### config.mk
export PLATFORM = sky130hd
export DESIGN_NAME = ind_ptr_unit
export DESIGN_NICKNAME = d
export VERILOG_FILES = /design/src/rtl/ind_ptr_pkg.sv /design/src/rtl/ind_ptr_decode.sv /design/src/rtl/ind_ptr_ea.sv /design/src/rtl/ind_ptr_reg.sv /design/src/rtl/ind_ptr_unit.sv
export SDC_FILE = /design/constraint.sdc
export NUM_CORES = 1
export LEC_CHECK = 0
export BUFFER_PORTS_ARGS = -buffer_cell sky130_fd_sc_hd__buf_2
export CAP_MARGIN = 20
export CORE_MARGIN = 4
export CORE_UTILIZATION = 59
export DETAILED_ROUTE_END_ITERATION = 8
export GPL_ROUTABILITY_DRIVEN = 0
export PLACE_DENSITY_LB_ADDON = 0.2
export SKIP_LAST_GASP = 1
export SLEW_MARGIN = 20
export SYNTH_ARGS = -nofsm -noshare
export SYNTH_HDL_FRONTEND = slang
export SYNTH_SLANG_ARGS = --single-unit
### constraint.sdc
create_clock -name clk -period 6.8 [get_ports clk]
set_input_delay 0.34 -clock clk [delete_from_list [all_inputs] [get_ports clk]]
set_output_delay 0.34 -clock clk [all_outputs]
set_load 0.01 [all_outputs]
### src/rtl/ind_ptr_pkg.sv
package ind_ptr_pkg;

   localparam int SLOT_BITS = 3;
   localparam int SLOTS_PER_PTR = 1 << SLOT_BITS;

   typedef enum logic [SLOT_BITS-1:0] {
      SLOT_PLAIN   = 3'd0,
      SLOT_POSTINC = 3'd1,
      SLOT_POSTDEC = 3'd2,
      SLOT_PREINC  = 3'd3,
      SLOT_INDEX   = 3'd4,
      SLOT_LO      = 3'd5,
      SLOT_HI      = 3'd6,
      SLOT_SPARE   = 3'd7
   } slot_e;

   function automatic logic slot_is_alias(slot_e s);
      return (s <= SLOT_INDEX);
   endfunction

   function automatic logic slot_is_byte(slot_e s);
      return (s == SLOT_LO) || (s == SLOT_HI);
   endfunction

endpackage

### src/rtl/ind_ptr_decode.sv
module ind_ptr_decode
   import ind_ptr_pkg::*;
#(
   parameter int AW    = 12,
   parameter int BASE  = 'hFE0,
   parameter int NPTR  = 3,
   parameter int IDX_W = 2
) (
   input  logic [AW-1:0]    addr,
   output logic             in_win,
   output logic [IDX_W-1:0] idx,
   output slot_e            slot
);

   localparam logic [AW-1:0] BASE_V = AW'(BASE);
   localparam logic [AW-1:0] WIN_V  = AW'(NPTR * SLOTS_PER_PTR);

   if (BASE % SLOTS_PER_PTR != 0) begin : g_bad_align
      $error("ind_ptr_decode: BASE must be a multiple of the slot group size");
   end
   if (BASE + NPTR * SLOTS_PER_PTR > (1 << AW)) begin : g_bad_fit
      $error("ind_ptr_decode: pointer window exceeds address space");
   end

   logic [AW-1:0] offset;

   always_comb begin
      offset = addr - BASE_V;
      in_win = (addr >= BASE_V) && (offset < WIN_V);
      slot   = slot_e'(offset[SLOT_BITS-1:0]);
      idx    = '0;
      for (int m = 0; m < NPTR; m++) begin
         if (offset[AW-1:SLOT_BITS] == (AW-SLOT_BITS)'(m)) idx = IDX_W'(m);
      end
   end

endmodule

### src/rtl/ind_ptr_ea.sv
module ind_ptr_ea
   import ind_ptr_pkg::*;
#(
   parameter int AW = 12,
   parameter int DW = 8
) (
   input  logic [AW-1:0] ptr,
   input  slot_e         slot,
   input  logic [DW-1:0] wreg,
   output logic [AW-1:0] ea,
   output logic [AW-1:0] nxt,
   output logic          step
);

   logic [AW-1:0] ptr_inc, ptr_dec, ptr_idx, wreg_ext;

   if (AW > DW) begin : g_sext
      assign wreg_ext = {{(AW-DW){wreg[DW-1]}}, wreg};
   end else begin : g_trunc
      assign wreg_ext = wreg[AW-1:0];
   end

   always_comb begin
      ptr_inc = ptr + AW'(1);
      ptr_dec = ptr - AW'(1);
      ptr_idx = ptr + wreg_ext;
      ea      = ptr;
      nxt     = ptr;
      step    = 1'b0;
      unique case (slot)
         SLOT_POSTINC: begin nxt = ptr_inc; step = 1'b1; end
         SLOT_POSTDEC: begin nxt = ptr_dec; step = 1'b1; end
         SLOT_PREINC:  begin ea = ptr_inc; nxt = ptr_inc; step = 1'b1; end
         SLOT_INDEX:   ea = ptr_idx;
         default:      ;
      endcase
   end

endmodule

### src/rtl/ind_ptr_reg.sv
module ind_ptr_reg #(
   parameter int AW = 12,
   parameter int DW = 8
) (
   input  logic          clk,
   input  logic          rst_n,
   input  logic          ld_lo,
   input  logic          ld_hi,
   input  logic [DW-1:0] wdata,
   input  logic          upd,
   input  logic [AW-1:0] nxt,
   output logic [AW-1:0] val
);

   localparam int HI_W = AW - DW;

   if (HI_W < 1 || HI_W > DW) begin : g_bad_width
      $error("ind_ptr_reg: AW must lie between DW+1 and 2*DW");
   end

   always_ff @(posedge clk) begin
      if (!rst_n) begin
         val <= '0;
      end else if (ld_lo || ld_hi) begin
         if (ld_lo) val[DW-1:0] <= wdata;
         if (ld_hi) val[AW-1:DW] <= wdata[HI_W-1:0];
      end else if (upd) begin
         val <= nxt;
      end
   end

   p_load_wins_r8: assert property (@(posedge clk) disable iff (!rst_n)
      ld_lo |=> val[DW-1:0] == $past(wdata));

   p_hi_mask_r9: assert property (@(posedge clk) disable iff (!rst_n)
      (ld_hi && !ld_lo) |=> (val[AW-1:DW] == $past(wdata[HI_W-1:0])) &&
                            (val[DW-1:0] == $past(val[DW-1:0])));

   p_idle_hold_r2: assert property (@(posedge clk) disable iff (!rst_n)
      (!ld_lo && !ld_hi && !upd) |=> val == $past(val));

   p_step_r3: assert property (@(posedge clk) disable iff (!rst_n)
      (upd && !ld_lo && !ld_hi) |=> val == $past(nxt));

endmodule

### src/rtl/ind_ptr_unit.sv
module ind_ptr_unit
   import ind_ptr_pkg::*;
#(
   parameter int AW   = 12,
   parameter int DW   = 8,
   parameter int NPTR = 3,
   parameter int BASE = 'hFE0
) (
   input  logic          clk,
   input  logic          rst_n,
   input  logic [11:0]   acc_addr,
   input  logic          acc_rd,
   input  logic          acc_wr,
   input  logic [7:0]    acc_wdata,
   input  logic [7:0]    wreg,
   input  logic [7:0]    mem_rdata,
   output logic [11:0]   mem_addr,
   output logic          mem_rd,
   output logic          mem_wr,
   output logic [7:0]    mem_wdata,
   output logic [7:0]    rd_data
);

   localparam int IDX_W = (NPTR > 1) ? $clog2(NPTR) : 1;
   localparam int HI_W  = AW - DW;

   if (AW != 12 || DW != 8) begin : g_bad_port
      $error("ind_ptr_unit: port widths are fixed at 12-bit address, 8-bit data");
   end
   if (NPTR < 1) begin : g_bad_nptr
      $error("ind_ptr_unit: at least one pointer required");
   end

   logic [NPTR-1:0][AW-1:0] ptr_q;
   logic [NPTR-1:0]         ld_lo, ld_hi, upd;

   logic             access;
   logic             a_win, e_win;
   logic [IDX_W-1:0] a_idx, e_idx;
   slot_e            a_slot, e_slot;
   logic             a_alias, e_alias, e_byte;
   logic [AW-1:0]    a_ptr, e_ptr;
   logic [AW-1:0]    ea, nxt, eff;
   logic             step, mem_go;

   assign access = acc_rd | acc_wr;

   // Classify the presented address
   ind_ptr_decode #(.AW(AW), .BASE(BASE), .NPTR(NPTR), .IDX_W(IDX_W)) u_dec_acc (
      .addr   (acc_addr),
      .in_win (a_win),
      .idx    (a_idx),
      .slot   (a_slot)
   );

   assign a_alias = a_win & slot_is_alias(a_slot);

   always_comb begin
      a_ptr = '0;
      for (int m = 0; m < NPTR; m++) begin
         if (a_idx == IDX_W'(m)) a_ptr = ptr_q[m];
      end
   end

   ind_ptr_ea #(.AW(AW), .DW(DW)) u_ea (
      .ptr  (a_ptr),
      .slot (a_slot),
      .wreg (wreg),
      .ea   (ea),
      .nxt  (nxt),
      .step (step)
   );

   assign eff = a_alias ? ea : acc_addr;

   // Classify the effective address (catches alias-on-alias and pointer bytes)
   ind_ptr_decode #(.AW(AW), .BASE(BASE), .NPTR(NPTR), .IDX_W(IDX_W)) u_dec_eff (
      .addr   (eff),
      .in_win (e_win),
      .idx    (e_idx),
      .slot   (e_slot)
   );

   assign e_alias = e_win & slot_is_alias(e_slot);
   assign e_byte  = e_win & slot_is_byte(e_slot);
   assign mem_go  = ~e_alias & ~e_byte;

   always_comb begin
      e_ptr = '0;
      for (int m = 0; m < NPTR; m++) begin
         if (e_idx == IDX_W'(m)) e_ptr = ptr_q[m];
      end
   end

   assign mem_addr  = eff;
   assign mem_rd    = acc_rd & mem_go;
   assign mem_wr    = acc_wr & mem_go;
   assign mem_wdata = acc_wdata;

   always_comb begin
      if (e_alias)
         rd_data = '0;
      else if (e_byte)
         rd_data = (e_slot == SLOT_LO) ? e_ptr[DW-1:0]
                                       : {{(DW-HI_W){1'b0}}, e_ptr[AW-1:DW]};
      else
         rd_data = mem_rdata;
   end

   for (genvar g = 0; g < NPTR; g++) begin : g_ptr
      assign ld_lo[g] = acc_wr & e_byte & (e_idx == IDX_W'(g)) & (e_slot == SLOT_LO);
      assign ld_hi[g] = acc_wr & e_byte & (e_idx == IDX_W'(g)) & (e_slot == SLOT_HI);
      assign upd[g]   = access & a_alias & step & (a_idx == IDX_W'(g));

      ind_ptr_reg #(.AW(AW), .DW(DW)) u_reg (
         .clk   (clk),
         .rst_n (rst_n),
         .ld_lo (ld_lo[g]),
         .ld_hi (ld_hi[g]),
         .wdata (acc_wdata),
         .upd   (upd[g]),
         .nxt   (nxt),
         .val   (ptr_q[g])
      );
   end

   p_byte_no_mem_r1: assert property (@(posedge clk) disable iff (!rst_n)
      (access && a_win && slot_is_byte(a_slot)) |-> (!mem_rd && !mem_wr));

   p_alias_read_zero_r6: assert property (@(posedge clk) disable iff (!rst_n)
      (acc_rd && a_alias && e_alias) |-> (rd_data == '0 && !mem_rd));

   p_alias_write_quiet_r7: assert property (@(posedge clk) disable iff (!rst_n)
      (acc_wr && a_alias && e_alias) |-> (!mem_wr && ld_lo == '0 && ld_hi == '0));

   p_preinc_addr_r4: assert property (@(posedge clk) disable iff (!rst_n)
      (access && a_alias && a_slot == SLOT_PREINC) |-> mem_addr == a_ptr + AW'(1));

   p_one_update_r3: assert property (@(posedge clk) disable iff (!rst_n)
      $countones(upd) <= 1);

endmodule

# After elaboration in Yosys (flattened, before gate mapping)
# Cells that the tools add are included.
[totals]
elab_cells = 109
register_bits = 36
out_inout_bits = 30
input_bits = 40
[classes]
n_bitwise = 24
n_reduce_logical = 19
mux = 29
n_addsub = 5
n_eq_ne = 20
n_lt_le_gt_ge = 6
[op_table]
columns = ["cell", "count"]
rows = [
  ["12-bit 2-to-1 mux", 13],
  ["8-bit 2-to-1 mux", 6],
  ["12-bit case mux with 2 select lines", 2],
  ["12-bit >= comparator (second input constant)", 2],
  ["12-bit by 5-bit < comparator with 1-bit output (second input constant)", 2],
  ["12-bit subtractor (second input constant)", 2],
  ["1-bit bitwise AND", 21],
  ["9-bit by 1-bit equality test with 1-bit output (second input constant)", 2],
  ["9-bit by 2-bit equality test with 1-bit output (second input constant)", 2],
  ["12-bit by 1-bit adder with 12-bit output (second input constant)", 1],
  ["12-bit adder", 1],
  ["4-bit 2-to-1 mux", 3],
  ["2-bit by 1-bit inequality test with 1-bit output (second input constant)", 6],
  ["2-bit AND reduction", 6],
  ["12-bit by 1-bit subtractor with 12-bit output (second input constant)", 1],
  ["3-bit equality test (second input constant)", 3],
  ["3-bit by 2-bit equality test with 1-bit output (second input constant)", 2],
  ["3-bit <= comparator (second input constant)", 2],
  ["2-bit nonzero test", 3],
  ["2-bit by 1-bit equality test with 1-bit output (second input constant)", 2],
  ["2-bit equality test (second input constant)", 2],
  ["2-bit zero test", 2],
  ["1-bit logical OR", 4],
  ["2-bit 2-to-1 mux", 2],
  ["other kinds (7)", 11],
]

# Depth between registers and ports, before layout
# Gate-level depths: netlist (run 1).
[depth]
depth_word = 22
depth_mapped = 28
ltp_nobuf = 25

# Cells and area by module
# From an unflattened synthesis (run 1), not the netlist that was laid out.
[unflattened]
hier_cells = 581
hier_area_um2 = 4332.9
[modules_own_cells]
columns = ["mod", "seq_area_each_um2", "cells_per_inst", "instances", "area_per_inst_um2"]
rows = [
  ["ind_ptr_reg", 240.2, 56, 3, 544.3],
  ["ind_ptr_ea", 0.0, 197, 1, 1263.7],
  ["ind_ptr_unit", 0.0, 160, 1, 1018.5],
  ["ind_ptr_decode", 0.0, 28, 2, 209.0],
]

# Worst setup path after synthesis (run 1)
# Ideal clock, no wire load.
[synth_path]
path_type = "input port to flip-flop"
start = "input acc_addr[6]"
end = "register g_ptr[2].u_reg.val[1]"
stages = 27
path_slack_ps = 1066
path_buffers = 3
arrival_time_ps = 5618
required_ps = 6684
setup_ps = 116
path_cell_list = "a211o_1 > a21oi_2 > and4_1 > buf_4 > buf_6 > nand2_1 > o21ai_1 > inv_1 > ha_1 > fa_1 > a21oi_1 > nor2b_1 > a31oi_1 > xnor2_1 > a221oi_1 > o21ai_0 > and2_1 > ha_1 > inv_1 > a2111oi_0 > o21ai_0 > a21oi_1 > nand3_1 > or4_1 > clkbuf_1 > o21a_1 > o211a_1"
[synth_between]
elab_chain_len = 21
word_cells_on_any_way = 47
classes_between = "add/sub (5); order compare (4); eq/ne (10); mux (12); bitwise (9); reduce/logical (7)"
[synth_lines]
columns = ["element", "line_no", "source"]
rows = [
  ["start: declaration", "ind_ptr_unit.sv:11", "input logic [11:0] acc_addr,"],
  ["12-bit subtractor", "ind_ptr_decode.sv:28", "offset = addr - BASE_V;"],
  ["9-bit by 1-bit equality test with 1-bit output", "ind_ptr_decode.sv:33", "if (offset[AW-1:SLOT_BITS] == (AW-SLOT_BITS)'(m)) idx = IDX_W'(m);"],
  ["1-bit 2-to-1 mux", "ind_ptr_decode.sv:33", ""],
  ["2-bit 2-to-1 mux", "ind_ptr_decode.sv:33", ""],
  ["2-bit zero test", "ind_ptr_unit.sv:61", "if (a_idx == IDX_W'(m)) a_ptr = ptr_q[m];"],
  ["12-bit 2-to-1 mux (3 in series)", "ind_ptr_unit.sv:61", ""],
  ["12-bit adder or 12-bit by 1-bit adder with 12-bit output (tied branches)", "ind_ptr_ea.sv:26, ind_ptr_ea.sv:24", ""],
  ["12-bit case mux with 2 select lines", "ind_ptr_ea.sv:30", "unique case (slot)"],
  ["[1 not listed]", "-", ""],
  ["named net mem_addr[6]", "ind_ptr_unit.sv:17", "output logic [11:0] mem_addr,"],
  ["[2 not listed]", "-", ""],
  ["1-bit logical AND or 1-bit 2-to-1 mux (tied branches)", "ind_ptr_decode.sv:29, ind_ptr_decode.sv:33", ""],
  ["1-bit bitwise AND or 2-bit 2-to-1 mux (tied branches)", "ind_ptr_unit.sv:85, ind_ptr_decode.sv:33", ""],
  ["1-bit bitwise AND or 2-bit equality test (tied branches)", "ind_ptr_unit.sv:111, ind_ptr_unit.sv:112", ""],
  ["1-bit bitwise AND (*)", "ind_ptr_unit.sv:111, ind_ptr_unit.sv:112", ""],
  ["1-bit bitwise AND, on equally long branches", "ind_ptr_unit.sv:111, ind_ptr_unit.sv:112", ""],
  ["1-bit logical OR", "ind_ptr_reg.sv:24", "end else if (ld_lo || ld_hi) begin"],
  ["2-bit by 1-bit inequality test with 1-bit output (no line) or 2-bit nonzero test (tied branches)", "-", ""],
  ["2-bit AND reduction (no line)", "-", ""],
  ["end signal: indexed assignment", "ind_ptr_reg.sv:25", "if (ld_lo) val[DW-1:0] <= wdata;"],
  ["end signal: indexed assignment", "ind_ptr_reg.sv:26", "if (ld_hi) val[AW-1:DW] <= wdata[HI_W-1:0];"],
  ["end signal: assignment", "ind_ptr_reg.sv:28", "val <= nxt;"],
  ["end: declaration", "ind_ptr_reg.sv:12", "output logic [AW-1:0] val"],
]
# The timed path passes the listed nets; every way through them passes the cells marked *. The select of a mux whose other input is x is not followed.
# A chain may end at the register's enable or synchronous reset.

# Worst setup path in the final report (run 1)
[layout_path]
start = "input acc_addr[6]"
end = "output rd_data[1]"
[layout_between]
elab_chain_len = 22
word_cells_on_any_way = 42
classes_between = "add/sub (4); order compare (5); eq/ne (10); mux (15); bitwise (3); reduce/logical (5)"
[layout_lines]
columns = ["element", "line_no", "source"]
rows = [
  ["12-bit subtractor", "ind_ptr_decode.sv:28", ""],
  ["9-bit by 1-bit equality test with 1-bit output", "ind_ptr_decode.sv:33", ""],
  ["1-bit 2-to-1 mux", "ind_ptr_decode.sv:33", ""],
  ["2-bit 2-to-1 mux", "ind_ptr_decode.sv:33", ""],
  ["2-bit zero test", "ind_ptr_unit.sv:61", ""],
  ["12-bit 2-to-1 mux (3 in series)", "ind_ptr_unit.sv:61", ""],
  ["12-bit adder or 12-bit by 1-bit adder with 12-bit output (tied branches)", "ind_ptr_ea.sv:26, ind_ptr_ea.sv:24", ""],
  ["12-bit case mux with 2 select lines", "ind_ptr_ea.sv:30", ""],
  ["[2 not listed]", "-", ""],
  ["9-bit by 1-bit equality test with 1-bit output", "ind_ptr_decode.sv:33", ""],
  ["1-bit 2-to-1 mux", "ind_ptr_decode.sv:33", ""],
  ["2-bit 2-to-1 mux", "ind_ptr_decode.sv:33", ""],
  ["2-bit zero test", "ind_ptr_unit.sv:91", "if (e_idx == IDX_W'(m)) e_ptr = ptr_q[m];"],
  ["12-bit 2-to-1 mux (3 in series)", "ind_ptr_unit.sv:91", ""],
  ["8-bit 2-to-1 mux", "ind_ptr_unit.sv:104", "rd_data = (e_slot == SLOT_LO) ? e_ptr[DW-1:0]"],
  ["8-bit 2-to-1 mux", "ind_ptr_unit.sv:103", "else if (e_byte)"],
  ["8-bit 2-to-1 mux (*)", "ind_ptr_unit.sv:101", "if (e_alias)"],
  ["end: declaration", "ind_ptr_unit.sv:21", "output logic [7:0] rd_data"],
]
# Every way passes the cells marked *; elsewhere a longest branch is shown, timed or not.

==> summary.txt, run 1 <==
Outcome
  • Status: finished, final reports clean

Clock network
  • Htree depth: 2
  • CTS buffer count: 5
  • Post-cts hold buffer count: 0
  • CTS max path bufs: 2
  • Clock-pin slew on the worst setup and hold paths: around 0.07 ns
  • Root buf cell: clkbuf_8
  • CTS Sinks: 36
  • CTS tree: built
  • Worst skew pair latency: about 0.3 ns

Global route
  • GRT overflow: 0
  • Gr usage total: 0.351
  • Largest net degree at the start of global routing: 46
  • Initial antenna violation count: 0
  • Number of global-route vias before repair: about 5200
  • First-pass GRT wire length: about 28 mm

Timing
  • Final hold violations: 0
  • Relative slew slack: 0.226
  • Final setup viols: 0
  • Worst Tran Pin Value: about 1.2 ns
  • RSZ-0062 raised after global routing: false
  • Minimum clock period: 6.40 ns
  • Final Skew: between 0.004 and 0.005 ns
  • Fin Setup TNS: 0 ns
  • Pins Over Slew Limit: 0
  • Final period utilization: 0.941
  • Fmax: around 160 MHz

Finish
  • Top reg by flops: g_ptr.u_reg.val
  • Fill cells: 704
  • FF+latch area: between 700 and 800 sq um
  • Area of the multi-input gates: 0.00373 sq mm
  • Area grow syn2layout: 9.22%
  • Ant diodes: 0
  • Final nets: between 700 and 800
  • Layout cells sized above 1: 0.187
  • Top flop regs: g_ptr.u_reg.val: 36 flops
  • Most frequent cells in the layout: buf_2, nor2_1, nand2_1
  • Commonest non-fill, non-tap cell in the layout: buf_2
  • Max reg flops: 36

Route
  • WL/cell: between 20 and 25 microns
  • 1st-pass router iterations: 6
  • Drt total wl: 17.0 mm
  • Number of DRC markers in iteration 0: approximately 860
  • Vias: around 5700
  • Drt via density: 7.27
  • DRC: 0
  • Routed Antenna Nets: 0

Pwr
  • Overall power: about 550 uW
  • Pwr/cell area: about 110 mW/mm^2
  • VDD IR max: just under 100 uV
  • P_leak: 2.18 nW

Logic synthesis
  • Synth Area in Compound Gates: 0.415
  • Post-synthesis sequential area ratio: 0.152
  • Multiplexer share of the synthesized area: 0.0434
  • Cell taking the most area after synthesis: dfxtp_1
  • YS warnings: 0
  • Syn Inst Count: 642
  • Area share of the largest cell type after synthesis: 0.152
  • Syn nets: 700
  • Post-Syn Area: ~0.0048 sq mm
  • Synth Area in Adders: 0.0490
  • Yosys reg bits: 36
  • Number of flops mapped to enable cells by yosys: 0
  • Top cells by area, synth: dfxtp_1, nor2_1, a21oi_1, ha_1, nand2_1
  • Predominant post-synthesis flop cell: dfxtp_1
  • Simple-gate share of the synthesized area: 0.235
  • Xor-xnor portion of the synthesized cell area: 0.0387
  • Main combinational cell family by area after synthesis: compound AO/OA/AOI/OAI gates
  • Async S/R FF share, synth: 0
  • Synth Area per Inst: approximately 7.4 sq um
  • Synth cell types: between 80 and 90

Setup path
  • Worst path top cell family by delay: compound AO/OA/AOI/OAI gates
  • Worst path max stage delay: roughly 0.57 ns
  • Critical path's slowest cell: a2111oi_0
  • Data arrival, critical path: 6.06 ns
  • WP depth: 26
  • Critical path class: in2out
  • CP bufs+invs: 4
  • Worst Path Required: around 6.5 ns
  • Register-to-Register Path Depth: 22
  • Startpoint class of the critical path: primary input
  • CP Capture Type: output port
  • Crit path max fanout: 11

Floorplanning
  • Die Ht: roughly 98 microns
  • Core area: 0.00777 sq mm
  • # rows: 32
  • Die ar.: about 0.0096 sq mm
  • Initial Util: 0.612
  • Top-Level Pins: 70
  • DIE WIDTH: 97.7 microns

Place
  • I/O Buffers: 69
  • Dpl hpwl: roughly 13 mm

Worst hold path
  • Worst Hold Class: in2reg
  • Hold Path Stages: 2

Flow run
  • Max cap viols: 0
==> logic make-up (layout without fill, tap and decap cells) <==
logic type / count (synthesis) / in the layout
buffers and inverters: 66 / 109
DFF: 36 / 36
xor gates and xnor gates: 21 / 21
adders and majority gates: 18 / 18
and+or+nand+nor: 225 / 225
AOI/OAI and AO/OA: 256 / 256
muxes: 20 / 20
==> Yosys cell counts, types with 6 or more instances <==
cell / n
a211oi_1: 6
a21oi_1: 44
a31oi_1: 7
a32oi_1: 8
and2_1: 9
and3_1: 11
buf_4: 12
clkbuf_1: 26
dfxtp_1: 36
ha_1: 17
inv_1: 20
mux2i_1: 15
nand2_1: 49
nand2b_1: 8
nand3_1: 21
nand4_1: 8
nor2_1: 64
nor3_1: 20
o211a_1: 15
o211ai_1: 15
o21a_1: 17
o21ai_0: 31
o221a_1: 7
o22a_1: 18
o22ai_1: 13
o31a_1: 10
or2_2: 8
xnor2_1: 13
xor2_1: 8
==> report_power, final <==
part           internal, mW  switching [mW]  total (mW)  leakage, nW
Clock                 0.109          0.0844       0.193       0.0552
Sequential            0.211      0.00000877       0.211        0.290
Combinational        0.0533          0.0936       0.147         1.83
Total                 0.373           0.178       0.551         2.18
==> metrics by stage <==
step                      hold slack, ns  setup slack [ns]  utilization  instance area [sq um]  cells
final                              0.368             0.398        0.668                   5190    787
after global routing               0.376            0.0118        0.668                   5190    787
after CTS                          0.369             0.390        0.666                   5180    787
after detailed placement           0.511             0.177        0.653                   5070    779
after global placement             0.502             0.396        0.653                   5070    779
after floorplan                    0.458              1.07            -                   4750    642
==> per-layer routing <==
layer  global-route usage  share of wire
met1                0.486           0.40
met4                0.126          0.046
met2                0.534           0.43
met5                    0         0.0020
met3               0.0786           0.12
==> layout make-up <==
type                            instances  area share
Clock inverter                          2     0.00675
Inverter                               21      0.0152
Clock buffer                            6      0.0140
Sequential cell                        36       0.139
Tap cell                              102      0.0246
Multi-Input combinational cell        540       0.718
Timing Repair Buffer                   80      0.0824
==> what timing repair did <==
| item | CTS | global route |
|---|---|---|
| setup buffers | 0 | 0 |
| endpoints found under the setup margin | 0 | 30 |
| gates resized for setup | 0 | 5 |
| hold endpoints to repair | 0 | 0 |
==> path summary, 6_finish.rpt <==
| check | start | endpoint | slack, ns |
|---|---|---|---|
| worst max register to register | g_ptr[1].u_reg.val[0] | g_ptr[2].u_reg.val[7] | 0.92 |
| worst min-delay path | acc_wdata[6] | g_ptr[1].u_reg.val[6] | 0.37 |
| worst min register to register | g_ptr[0].u_reg.val[10] | g_ptr[0].u_reg.val[10] | 0.52 |
| worst max-delay path | acc_addr[6] | rd_data[1] | 0.40 |
Power figures use the tool's default switching activity.
==> run 2, diff against run 1 <==
--- a/config.mk
+++ b/config.mk
@@ -8,7 +8,7 @@
 export BUFFER_PORTS_ARGS = -buffer_cell sky130_fd_sc_hd__buf_2
 export CAP_MARGIN = 20
 export CORE_MARGIN = 4
-export CORE_UTILIZATION = 59
+export CORE_UTILIZATION = 58
 export DETAILED_ROUTE_END_ITERATION = 8
 export GPL_ROUTABILITY_DRIVEN = 0
 export PLACE_DENSITY_LB_ADDON = 0.2
@@ -16,4 +16,5 @@
 export SLEW_MARGIN = 20
 export SYNTH_ARGS = -nofsm -noshare
 export SYNTH_HDL_FRONTEND = slang
+export SYNTH_HIERARCHICAL = 1
 export SYNTH_SLANG_ARGS = --single-unit
==> run 2 against run 1 <==
- critical path depth rose by 1
- power fell by 18%
- flip-flop and latch count unchanged
- first-iteration DRC count shrank 71%
- sequential power barely moved
- count of clock-buffer cells in the layout unchanged
- fmax rose by 0.30%
- combinational power down 31%
- core utilization decreased by 2.1 points
- sequential share of layout area up 1.5 points
- clock skew up 0.0035 ns
==> summary.txt, run 2 <==
Worst hold path
  • Worst Hold Class: in2reg

Finish
  • Max reg flops: 36 (unchanged)
  • Top flop regs: g_ptr.u_reg/val: 36 flops
  • Most frequent cells in the layout: o21ai_0, buf_2, a21oi_1
  • Fill cells: 679 (-3.6%)
  • FF+latch area: 721 sq um (unchanged)
  • Area grow syn2layout: 8.40%
  • Commonest non-fill, non-tap cell in the layout: o21ai_0
  • Final Cell Area: 0.00470 sq mm (-9.5%)
  • Final nets: 684 (-7.8%)
  • Area of the multi-input gates: 0.00323 sq mm (-13%)
  • Top reg by flops: g_ptr.u_reg/val
  • Layout cells sized above 1: 0.206 (+0.0192)
  • Ant diodes: 0 (unchanged)

Timing
  • Fmax: 157 MHz (+0.30%)
  • Fin worst setup slack: 0.417 ns (+0.0189 ns)
  • Pins Over Slew Limit: 0 (unchanged)
  • Worst Tran Pin Value: 0.890 ns (-0.269 ns)
  • WHS: 0.366 ns (-0.00185 ns)
  • Fin Setup TNS: 0 ns (unchanged)
  • Final Skew: 0.00824 ns (+0.00352 ns)
  • Relative slew slack: 0.399 (+0.173)
  • Minimum clock period: 6.38 ns (-0.0189 ns)
  • Final period utilization: 0.939 (-0.00278)
  • Final setup viols: 0 (unchanged)
  • Final hold violations: 0 (unchanged)
  • RSZ-0062 raised after global routing: false

Route
  • Routed Antenna Nets: 0 (unchanged)
  • Vias: 4472 (-22%)
  • 1st-pass router iterations: 5 (-1)
  • DRC: 0 (unchanged)
  • WL/cell: 17.0 microns (-21%)
  • Number of DRC markers in iteration 0: 250 (-71%)
  • Drt via density: 6.17 (-15%)
  • Drt total wl: 12.3 mm (-28%)

Floorplanning
  • Top-Level Pins: 70 (unchanged)
  • Die Ht: 94.4 microns (-3.4%)
  • # rows: 31 (-3.1%)
  • Die ar.: 0.00892 sq mm (-6.7%)
  • Core area: 0.00725 sq mm (-6.6%)
  • DIE WIDTH: 94.4 microns (-3.4%)
  • Initial Util: 0.597 (-0.0144)

Setup path
  • CP Capture Type: output port
  • Startpoint class of the critical path: primary input
  • Most used cell, CP: buf_4
  • Worst path max stage delay: 0.38 ns (-0.19 ns)
  • Crit path max fanout: 23 (+12)
  • Critical path class: in2out
  • Worst path top cell family by delay: compound AO/OA/AOI/OAI gates
  • Critical path's slowest cell: o21ai_0
  • R2R Setup Slk: 1.81 ns (+0.89 ns)
  • CP bufs+invs: 6 (+2)
  • Data arrival, critical path: 6.04 ns (-0.02 ns)
  • Worst Path Required: 6.46 ns (about the same)

Global route
  • First-pass GRT wire length: 19.6 mm (-29%)
  • Gr usage total: 0.274 (-0.0766)
  • Initial antenna violation count: 0 (unchanged)
  • Largest net degree at the start of global routing: 37 (-20%)
  • GRT overflow: 0 (unchanged)
  • Number of global-route vias before repair: 4035 (-23%)

Clock network
  • CTS max path bufs: 2 (unchanged)
  • CTS Sinks: 36 (unchanged)
  • Htree depth: 2 (unchanged)
  • Worst skew pair latency: 0.29 ns (about the same)
  • Clock-pin slew on the worst setup and hold paths: 0.06 ns (about the same)
  • Post-cts hold buffer count: 0 (unchanged)
  • CTS tree: built
  • Postcts setup bufs: 0 (unchanged)
  • CTS buffer count: 5 (unchanged)
  • Root buf cell: clkbuf_8
  • Cts repair resizes: 0 (unchanged)

Logic synthesis
  • Async S/R FF share, synth: 0 (unchanged)
  • Ranking of synthesized cells by instance count: o21ai_0, a21oi_1, mux2i_1
  • Syn nets: 639 (-8.7%)
  • Post-synthesis sequential area ratio: 0.166 (+0.0147)
  • Post-Syn Area: 0.00433 sq mm (-8.8%)
  • Most frequent cell after synthesis: o21ai_0
  • Cell taking the most area after synthesis: dfxtp_1
  • Synth Area per Inst: 7.46 sq um (+0.75%)
  • Number of flops mapped to enable cells by yosys: 0 (unchanged)
  • Area share of the largest cell type after synthesis: 0.166 (+0.0147)
  • Synth cell types: 60 (-29%)
  • Top cells by area, synth: dfxtp_1, mux2i_1, o21ai_0, a21oi_1, ha_1
  • YS warnings: 6 (+6)
  • Syn Inst Count: 581 (-9.5%)
  • Yosys reg bits: 36 (unchanged)
  • Predominant post-synthesis flop cell: dfxtp_1

Flow run
  • Max cap viols: 0 (unchanged)

Pwr
  • P_leak: 1.70 nW (-22%)
  • VDD IR max: 203 uV (+110%)
  • Pwr/cell area: 96.3 mW/mm^2 (-9.3%)
  • Overall power: 452 uW (-18%)

Place
  • I/O Buffers: 69 (unchanged)
  • Dpl hpwl: 9.60 mm (-25%)
  • Worst setup slack after placement: 0.0664 ns (-0.110 ns)
  • Placed inst area: 0.00460 sq mm (-9.3%)

Outcome
  • Status: finished, final reports clean
## run 2: cell count changes after synthesis, moves of 8 or more
cell	change
clkbuf_1	-16
o31a_1	-10
o21a_1	-17
or2_2	-8
nor2_1	-34
o211ai_1	-14
o22ai_1	-13
o22a_1	-18
a32oi_1	-8
o211a_1	-15
mux2i_1	+42
a21oi_1	+15
o21ai_0	+54
## run 2: routing by layer
layer,part of all wire,global-route usage,up-vias
li1,-,-,2203
met1,0.42,0.355,2044
met2,0.48,0.466,198
met3,0.069,0.0255,27
met4,0.034,0.112,0
met5,0,0,-
## run 2: where the power goes
part           internal [mW]  total, mW  switching [mW]  leakage (nW)
sequential             0.211      0.211     0.000000656         0.290
combinational         0.0386      0.101          0.0626          1.37
clock                 0.0696      0.140          0.0708        0.0410
total                  0.319      0.452           0.133          1.70
## run 2: logic make-up after synthesis
logic type	share of synthesized area
compound gates	0.256
xor+xnor	0.0465
fa+ha+maj	0.0537
buf+inv	0.0962
flops	0.166
mux	0.163
simple gates	0.219
## run 2: worst register-to-register path: stages (launching register included)
cell and delay (ns):
dfxtp_1 0.37, mux2i_1 0.11, o21ai_2 0.29, ha_1 0.24, inv_1 0.06, fa_1 0.40
inv_1 0.07, a21oi_1 0.07, o221ai_1 0.32, xnor2_1 0.19, o21ai_0 0.13, mux2_2 0.34
ha_1 0.21, nor4_1 0.35, o211ai_2 0.17, nor4_2 0.30, buf_4 0.28, nand2b_1 0.17
nor2_1 0.09, nor2b_4 0.33, mux2i_1 0.27, a21oi_1 0.09
## run 2: final timing paths
| check | from | to | cells past startpoint |
|---|---|---|---|
| worst min-delay path | acc_wdata[7] | g_ptr[1].u_reg/val[7] | 3 |
| worst max-delay path | acc_addr[5] | rd_data[2] | 27 |
| worst min register to register | g_ptr[2].u_reg/val[3] | g_ptr[2].u_reg/val[3] | 2 |
| worst max register to register | g_ptr[1].u_reg/val[0] | g_ptr[1].u_reg/val[6] | 21 |
## run 2: final cells by class
type,count,share of cell area
clock buffer,6,0.0155
sequential,36,0.153
inverter,20,0.0160
tap,99,0.0264
clock inverter,1,0.00107
timing repair buffer,86,0.101
multi-input combinational,477,0.687
## run 2: through the flow
step	instances	utilization
floorplan	581	-
global placement	718	0.634
detailed placement	718	0.634
CTS	725	0.645
global route	725	0.648
finish	725	0.648
